`src/rtl/vsr_pkg.sv`:
```
`timescale 1ns/1ps
package vsr_pkg;
   typedef enum logic [2:0] {
      ACC_NONE = 3'd0,
      ACC_WIN  = 3'd1,
      ACC_PROT = 3'd2,
      ACC_TRIG = 3'd3,
      ACC_STAT = 3'd4
   } vsr_acc_e;
endpackage

```
`src/rtl/vsr_decode.sv`:
```
`timescale 1ns/1ps
module vsr_decode
   import vsr_pkg::*;
#(
   parameter int NUM_WIN      = 2,
   parameter int REGS_PER_WIN = 4,
   parameter int ADDR_W       = 4
)(
   input  logic [ADDR_W-1:0]                 addr_i,
   output vsr_acc_e                          kind_o,
   output logic [$clog2(NUM_WIN)-1:0]        win_o,
   output logic [$clog2(REGS_PER_WIN)-1:0]   idx_o
);
   localparam int IDX_W  = $clog2(REGS_PER_WIN);
   localparam int WSEL_W = $clog2(NUM_WIN);
   localparam int SPAN   = NUM_WIN * REGS_PER_WIN;
   localparam logic [ADDR_W-1:0] PROT_A = ADDR_W'(SPAN);
   localparam logic [ADDR_W-1:0] TRIG_A = ADDR_W'(SPAN + 1);
   localparam logic [ADDR_W-1:0] STAT_A = ADDR_W'(SPAN + 2);

   assign idx_o = addr_i[IDX_W-1:0];
   assign win_o = addr_i[IDX_W +: WSEL_W];

   always_comb begin
      if (addr_i < PROT_A)       kind_o = ACC_WIN;
      else if (addr_i == PROT_A) kind_o = ACC_PROT;
      else if (addr_i == TRIG_A) kind_o = ACC_TRIG;
      else if (addr_i == STAT_A) kind_o = ACC_STAT;
      else                       kind_o = ACC_NONE;
   end
endmodule

```
`src/rtl/vsr_window.sv`:
```
`timescale 1ns/1ps
module vsr_window #(
   parameter int REGS_PER_WIN = 4,
   parameter int DATA_W       = 32
)(
   input  logic                              clk_i,
   input  logic                              rst_i,
   input  logic                              we_i,
   input  logic [$clog2(REGS_PER_WIN)-1:0]   idx_i,
   input  logic [DATA_W-1:0]                 data_i,
   input  logic                              xfer_i,
   output logic [REGS_PER_WIN*DATA_W-1:0]    shadow_o,
   output logic [REGS_PER_WIN*DATA_W-1:0]    active_o
);
   logic [DATA_W-1:0] sh_q [REGS_PER_WIN];
   logic [DATA_W-1:0] ac_q [REGS_PER_WIN];

   // the copy reads the shadow before this cycle's write lands
   always_ff @(posedge clk_i) begin
      if (rst_i) begin
         for (int k = 0; k < REGS_PER_WIN; k++) begin
            sh_q[k] <= '0;
            ac_q[k] <= '0;
         end
      end else begin
         if (xfer_i) begin
            for (int k = 0; k < REGS_PER_WIN; k++) ac_q[k] <= sh_q[k];
         end
         if (we_i) sh_q[idx_i] <= data_i;
      end
   end

   for (genvar k = 0; k < REGS_PER_WIN; k++) begin : g_flat
      assign shadow_o[k*DATA_W +: DATA_W] = sh_q[k];
      assign active_o[k*DATA_W +: DATA_W] = ac_q[k];
   end
endmodule

```
`src/rtl/vsr_xfer_ctrl.sv`:
```
`timescale 1ns/1ps
module vsr_xfer_ctrl #(
   parameter int NUM_WIN = 2
)(
   input  logic               clk_i,
   input  logic               rst_i,
   input  logic               vsync_i,
   input  logic               prot_we_i,
   input  logic [NUM_WIN-1:0] prot_data_i,
   input  logic               trig_we_i,
   output logic [NUM_WIN-1:0] prot_o,
   output logic [NUM_WIN-1:0] pend_o,
   output logic [NUM_WIN-1:0] xfer_o
);
   logic [NUM_WIN-1:0] prot_q, pend_q;

   assign xfer_o = {NUM_WIN{vsync_i}} & pend_q & ~prot_q;

   always_ff @(posedge clk_i) begin
      if (rst_i) begin
         prot_q <= '0;
         pend_q <= '0;
      end else begin
         if (prot_we_i) prot_q <= prot_data_i;
         pend_q <= (pend_q & ~xfer_o) | {NUM_WIN{trig_we_i}};
      end
   end

   assign prot_o = prot_q;
   assign pend_o = pend_q;
endmodule

```
`src/rtl/vsr_read_mux.sv`:
```
`timescale 1ns/1ps
module vsr_read_mux
   import vsr_pkg::*;
#(
   parameter int NUM_WIN      = 2,
   parameter int REGS_PER_WIN = 4,
   parameter int DATA_W       = 32,
   parameter int READ_LAT     = 1
)(
   input  logic                                      clk_i,
   input  logic                                      rst_i,
   input  logic                                      rd_en_i,
   input  vsr_acc_e                                  kind_i,
   input  logic [$clog2(NUM_WIN)-1:0]                win_i,
   input  logic [$clog2(REGS_PER_WIN)-1:0]           idx_i,
   input  logic [NUM_WIN*REGS_PER_WIN*DATA_W-1:0]    shadow_i,
   input  logic [NUM_WIN-1:0]                        prot_i,
   input  logic [NUM_WIN-1:0]                        pend_i,
   input  logic [NUM_WIN-1:0]                        act_en_i,
   output logic                                      rd_valid_o,
   output logic [DATA_W-1:0]                         rd_data_o
);
   localparam int SPAN = NUM_WIN * REGS_PER_WIN;

   logic [DATA_W-1:0] words [SPAN];
   logic [DATA_W-1:0] sel;

   for (genvar i = 0; i < SPAN; i++) begin : g_words
      assign words[i] = shadow_i[i*DATA_W +: DATA_W];
   end

   always_comb begin
      case (kind_i)
         ACC_WIN:  sel = words[{win_i, idx_i}];
         ACC_PROT: sel = DATA_W'(prot_i);
         ACC_TRIG: sel = DATA_W'(pend_i);
         ACC_STAT: sel = DATA_W'(act_en_i);
         default:  sel = '0;
      endcase
   end

   if (READ_LAT == 0) begin : g_comb
      assign rd_valid_o = rd_en_i;
      assign rd_data_o  = sel;
   end else begin : g_reg
      logic              vld_q;
      logic [DATA_W-1:0] dat_q;
      always_ff @(posedge clk_i) begin
         if (rst_i) begin
            vld_q <= 1'b0;
            dat_q <= '0;
         end else begin
            vld_q <= rd_en_i;
            if (rd_en_i) dat_q <= sel;
         end
      end
      assign rd_valid_o = vld_q;
      assign rd_data_o  = dat_q;
   end
endmodule

```
`src/rtl/vsync_shadow_regs.sv`:
```
`timescale 1ns/1ps
module vsync_shadow_regs
   import vsr_pkg::*;
#(
   parameter int NUM_WIN      = 2,
   parameter int REGS_PER_WIN = 4,
   parameter int DATA_W       = 32,
   parameter int ADDR_W       = 4,
   parameter int READ_LAT     = 1,
   parameter int EN_BIT       = 0
)(
   input  logic                                   clk_i,
   input  logic                                   rst_i,
   input  logic                                   wr_en_i,
   input  logic [ADDR_W-1:0]                      wr_addr_i,
   input  logic [DATA_W-1:0]                      wr_data_i,
   input  logic                                   rd_en_i,
   input  logic [ADDR_W-1:0]                      rd_addr_i,
   output logic                                   rd_valid_o,
   output logic [DATA_W-1:0]                      rd_data_o,
   input  logic                                   vsync_i,
   output logic [NUM_WIN*REGS_PER_WIN*DATA_W-1:0] act_regs_o,
   output logic [NUM_WIN-1:0]                     act_en_o
);
   localparam int IDX_W  = $clog2(REGS_PER_WIN);
   localparam int WSEL_W = $clog2(NUM_WIN);
   localparam int WIN_W  = REGS_PER_WIN * DATA_W;
   localparam int TOT_W  = NUM_WIN * WIN_W;

   if (NUM_WIN < 2) begin : g_chk_win
      $error("NUM_WIN must be at least 2");
   end
   if (REGS_PER_WIN < 2 || (REGS_PER_WIN & (REGS_PER_WIN - 1)) != 0) begin : g_chk_rpw
      $error("REGS_PER_WIN must be a power of two, at least 2");
   end
   if ((1 << ADDR_W) < NUM_WIN * REGS_PER_WIN + 3) begin : g_chk_addr
      $error("ADDR_W too narrow for the address map");
   end
   if (DATA_W < NUM_WIN || EN_BIT >= DATA_W) begin : g_chk_data
      $error("DATA_W too narrow");
   end
   if (READ_LAT != 0 && READ_LAT != 1) begin : g_chk_lat
      $error("READ_LAT must be 0 or 1");
   end

   vsr_acc_e             w_kind, r_kind;
   logic [WSEL_W-1:0]    w_win, r_win;
   logic [IDX_W-1:0]     w_idx, r_idx;
   logic [TOT_W-1:0]     shadow_all;
   logic [NUM_WIN-1:0]   prot_q, pend_q, xfer;
   logic                 prot_we, trig_we;

   vsr_decode #(.NUM_WIN(NUM_WIN), .REGS_PER_WIN(REGS_PER_WIN), .ADDR_W(ADDR_W))
      u_wdec (.addr_i(wr_addr_i), .kind_o(w_kind), .win_o(w_win), .idx_o(w_idx));

   vsr_decode #(.NUM_WIN(NUM_WIN), .REGS_PER_WIN(REGS_PER_WIN), .ADDR_W(ADDR_W))
      u_rdec (.addr_i(rd_addr_i), .kind_o(r_kind), .win_o(r_win), .idx_o(r_idx));

   assign prot_we = wr_en_i && (w_kind == ACC_PROT);
   assign trig_we = wr_en_i && (w_kind == ACC_TRIG) && wr_data_i[0];

   vsr_xfer_ctrl #(.NUM_WIN(NUM_WIN)) u_ctrl (
      .clk_i       (clk_i),
      .rst_i       (rst_i),
      .vsync_i     (vsync_i),
      .prot_we_i   (prot_we),
      .prot_data_i (wr_data_i[NUM_WIN-1:0]),
      .trig_we_i   (trig_we),
      .prot_o      (prot_q),
      .pend_o      (pend_q),
      .xfer_o      (xfer)
   );

   for (genvar w = 0; w < NUM_WIN; w++) begin : g_win
      logic we;
      assign we = wr_en_i && (w_kind == ACC_WIN) && (w_win == WSEL_W'(w));
      vsr_window #(.REGS_PER_WIN(REGS_PER_WIN), .DATA_W(DATA_W)) u_win (
         .clk_i    (clk_i),
         .rst_i    (rst_i),
         .we_i     (we),
         .idx_i    (w_idx),
         .data_i   (wr_data_i),
         .xfer_i   (xfer[w]),
         .shadow_o (shadow_all[w*WIN_W +: WIN_W]),
         .active_o (act_regs_o[w*WIN_W +: WIN_W])
      );
      assign act_en_o[w] = act_regs_o[w*WIN_W + EN_BIT];
   end

   vsr_read_mux #(.NUM_WIN(NUM_WIN), .REGS_PER_WIN(REGS_PER_WIN),
                  .DATA_W(DATA_W), .READ_LAT(READ_LAT)) u_rmux (
      .clk_i      (clk_i),
      .rst_i      (rst_i),
      .rd_en_i    (rd_en_i),
      .kind_i     (r_kind),
      .win_i      (r_win),
      .idx_i      (r_idx),
      .shadow_i   (shadow_all),
      .prot_i     (prot_q),
      .pend_i     (pend_q),
      .act_en_i   (act_en_o),
      .rd_valid_o (rd_valid_o),
      .rd_data_o  (rd_data_o)
   );
endmodule

```
`config.mk`:
```
export PLATFORM = sky130hd
export DESIGN_NAME = vsync_shadow_regs
export DESIGN_NICKNAME = d
export VERILOG_FILES = /design/src/rtl/vsr_pkg.sv /design/src/rtl/vsr_decode.sv /design/src/rtl/vsr_window.sv /design/src/rtl/vsr_xfer_ctrl.sv /design/src/rtl/vsr_read_mux.sv /design/src/rtl/vsync_shadow_regs.sv
export SDC_FILE = /design/constraint.sdc
export NUM_CORES = 1
export LEC_CHECK = 0
export BUFFER_PORTS_ARGS = -buffer_cell sky130_fd_sc_hd__buf_2
export CORE_ASPECT_RATIO = 0.5
export CORE_MARGIN = 4
export CORE_UTILIZATION = 50
export CTS_CLUSTER_DIAMETER = 50
export DETAILED_ROUTE_END_ITERATION = 16
export PLACE_DENSITY = 0.76
export SKIP_CTS_REPAIR_TIMING = 1
export SLEW_MARGIN = 15
export SYNTH_ARGS = -nofsm -noshare
export SYNTH_HDL_FRONTEND = slang
export SYNTH_SLANG_ARGS = --single-unit
```
`constraint.sdc`:
```
create_clock -name clk_i -period 3.74 [get_ports clk_i]
set_clock_uncertainty 0.05 [all_clocks]
set_input_delay 0 -clock clk_i [delete_from_list [all_inputs] [get_ports clk_i]]
set_output_delay 0 -clock clk_i [all_outputs]
set_load 0.01 [all_outputs]
```
==> key figures <==
Synth
  • Syn Inst Count: 1485
  • Number of warning messages in the yosys log: 0
  • Post-synthesis share of cell area spent on full adders, half adders and majority gates: 0%
  • Ys flop type: edfxtp_1
  • Fraction of synthesized area in multiplexers: 6.72%
  • Number of synthesized flops with an enable pin: 512
  • Post-synthesis async set-or-reset flop share: 0%
  • Post-synthesis compound-gate area fraction: 2.61%
  • Simple-Gate Fraction of Synth Area: 14.0%
  • Mean post-synth cell area: 14.7 um^2
  • Net count after synthesis: 1530
  • Synthesized-area fraction occupied by xor and xnor cells: 0%
  • Register bit total from synthesis: 549
  • Mapped Area: 0.0219 mm^2
  • Number of unique standard cell types used by synthesis: 36
  • Main combinational cell family by area after synthesis: simple AND/OR/NAND/NOR gates
  • Sequential share of the synthesized area: 73.6%

Critical path
  • Arrival time worst endpoint: 3160 ps
  • Endpoint type of the worst setup path: flip-flop
  • Data required time at the worst endpoint: 4210 ps
  • Path type of the worst setup path: input pin to flip-flop
  • Series of cell instances along the critical path: dlygate4sd3_1, buf_2, or2_2, buf_4, or4b_1, dlygate4sd3_1, a21oi_1, dlygate4sd3_1
  • Cell with the largest stage delay on the worst path: dlygate4sd3_1
  • Buf/Inv on CP: 5
  • R2r endpoint: g_win[1].u_win.ac_q[1][20]
  • Worst reg2reg setup slack: 1590 ps
  • Max FO, Critical Path: 40
  • Length in cells of the worst reg-to-reg path: 3
  • Crit-path leading delay family: buffers and inverters
  • CP Launch Type: input pin
  • Most frequent cell on the critical path: dlygate4sd3_1
  • Delay contributed by the slowest stage of the critical path: 570 ps
  • Launch instance of the worst register-to-register path: u_ctrl.pend_o[1]

Status
  • Status: finished clean

Global routing
  • Overall Global Routing Usage: 23.4%
  • Remaining global-route overflow: 0
  • Busiest layer in global routing: met2
  • Met1 track demand over resource: 27.7%
  • First-pass GRT wire length: 83.6 mm
  • Number of antenna violations at the first check in global routing: 1
  • Routing usage on met3: 4.27%
  • Number of global-route vias before repair: 13400
  • Pin count of the biggest net entering global routing: 83
  • GR met2 Demand/Resource: 42.6%

Power
  • Worst vdd ir: 0.329 mV
  • Power per cell area: 491 mW/mm^2
  • LEAKAGE: 0.0104 uW

Die
  • Placeable core region: 0.0426 mm^2
  • Chip Width: 304 um
  • Floorplan die area: 0.0474 mm^2
  • Num ports: 336
  • Total number of placement rows: 53
  • Vertical die dimension: 156 um
  • Initial Utilization: 51.4%

Flow run
  • Max-cap viol count: 0

CTS
  • Clock Latency Late Sink: 570 ps
  • TritonCTS clock tree: done
  • CTS buffer count: 48
  • Cell at the root of the clock tree: clkbuf_16
  • Num Clock Sinks: 549
  • Count of H-tree levels built during CTS: 2
  • Worst-path clk slew: 70 ps
  • Number of buffers between clock root and the deepest sink: 3

Final layout
  • Fraction of layout cells with a size suffix above 1: 29.1%
  • Leading cell types in the layout, fill and taps excluded: edfxtp_1, buf_2, and2_1
  • Summed area of non-filler cells in the final layout: 0.0261 mm^2
  • Most common cell after layout, fill and taps aside: edfxtp_1
  • Count of nets after finishing: 1891
  • Synth-to-Final Area Change: 19.3%
  • Total inserted antenna cells: 0

Min path
  • Count of cells along the worst hold path: 3
  • End point of the most critical hold path: u_rmux.rd_data_o[6]
  • Hold WC Path Type: input pin to flip-flop
  • HP Start: rd_addr_i[2]

Detailed routing
  • Number of detailed-route iterations in the first pass: 5
  • Residual DRC: 0
  • Number of DRC violations after detailed-routing iteration 0: 1431
  • Antenna viol nets, final: 0
  • Wire length per cell after detailed routing: 23.1 um
  • Overall via count from detail_route: 13400
  • Vias per std cell: 5.44
  • Total detailed-routing wirelength: 56.8 mm

Placement
  • Last weighted congestion value of the routability-driven placer: 0.818
  • Port buffer count: 335
  • Estimated wirelength of the detail-placed design: 35.7 mm
  • Dpl cell area: 0.0242 mm^2

Timing
  • Setup repair after global routing missed its margin: no
  • Final Setup Violations: 0
  • Post-Route Setup TNS: 0 ps
  • Slew at the pin closest to its max-slew limit: 1140 ps
  • Achievable frequency: 372 MHz
  • Period utilisation layout: 71.9%
  • Final Hold Vio Count: 0
  • Total count of max-transition violations in the final report: 0
  • Tightest slew margin relative to the limit: 23.8%
  • Shortest period the worst path allows: 2690 ps
==> cells in the mapped netlist (all sizes together), types with 4 or more instances <==
master	instances	area share, %
edfxtp	512	70
and2	256	7.3
nor2	193	3.3
nand2	95	1.6
inv	66	1.1
mux2	58	3.0
clkbuf	55	0.94
buf	37	0.96
dfxtp	37	3.4
nor2b	36	1.0
mux4	35	3.6
o31ai	31	1.1
o22ai	29	0.83
a21o	8	0.27
nand2b	4	0.11
==> flip-flops by register name, summed over array words and instances (netlist names) <==
| register | flops |
|---|---|
| g_win.u_win.ac_q | 256 |
| g_win.u_win.sh_q | 256 |
| u_rmux.rd_data_o | 32 |
| u_ctrl.pend_o | 2 |
| u_rmux.rd_valid_o | 1 |
| u_ctrl.prot_o | 2 |
==> worst register-to-register path, stage by stage (launching register included) <==
cell and delay, ps:
dfxtp_1 350, nor2b_1 220, a21o_4 720, buf_4 490
==> logic make-up after synthesis <==
family                 count (synthesis)
buffers and inverters                158
muxes                                 96
and+or+nand+nor                      601
DFF                                  549
AOI/OAI and AO/OA                     81
==> per-stage QoR <==
step / hold slack (ps) / util, % / cells / power (uW) / setup slack, ps
finish: 120 / 61.3 / 2461 / 12800 / 1050
global route: 116 / 61.3 / 2461 / 13200 / 1020
CTS: -306 / 60.3 / 2418 / 12800 / 1590
detailed placement: 298 / 56.7 / 2330 / 8100 / 1320
global placement: 285 / 56.7 / 2330 / 8080 / 1360
floorplan: 67.0 / - / 1485 / 7690 / 87.8
==> cell type report <==
type	count	area [um^2]
clock buffer	64	1330
clock inverter	24	174
fill	3105	16500
inverter	66	248
multi-input combinational	778	5190
sequential	549	16100
tap	577	722
timing repair buffer	403	2350
==> per-layer routing <==
layer	routed length, um	part of all wire [%]
met1	20300	36
met2	29900	53
met3	4310	7.6
met4	2250	4.0
met5	0	0
==> power by group <==
| group | internal (uW) | switching, uW |
|---|---|---|
| Sequential | 7010 | 144 |
| Combinational | 321 | 530 |
| Clock | 2650 | 2180 |
| Total | 9970 | 2860 |
==> worst max-delay path by stage <==
| stage | from | endpoint | cells after the start | slack [ps] |
|---|---|---|---|---|
| global route | wr_addr_i[0] | u_ctrl.prot_o[1] | 8 | 1020 |
| detailed placement | rst_i | g_win[1].u_win.sh_q[2][17] | 4 | 1320 |
| global placement | rst_i | g_win[1].u_win.sh_q[2][16] | 4 | 1360 |
| finish | wr_addr_i[0] | u_ctrl.prot_o[1] | 8 | 1050 |
| floorplan | u_ctrl.pend_o[0] | g_win[0].u_win.ac_q[0][0] | 2 | 90 |
| CTS | u_ctrl.pend_o[1] | g_win[1].u_win.ac_q[3][19] | 3 | 1590 |
Note: power is estimated with default switching activity, not from simulation.
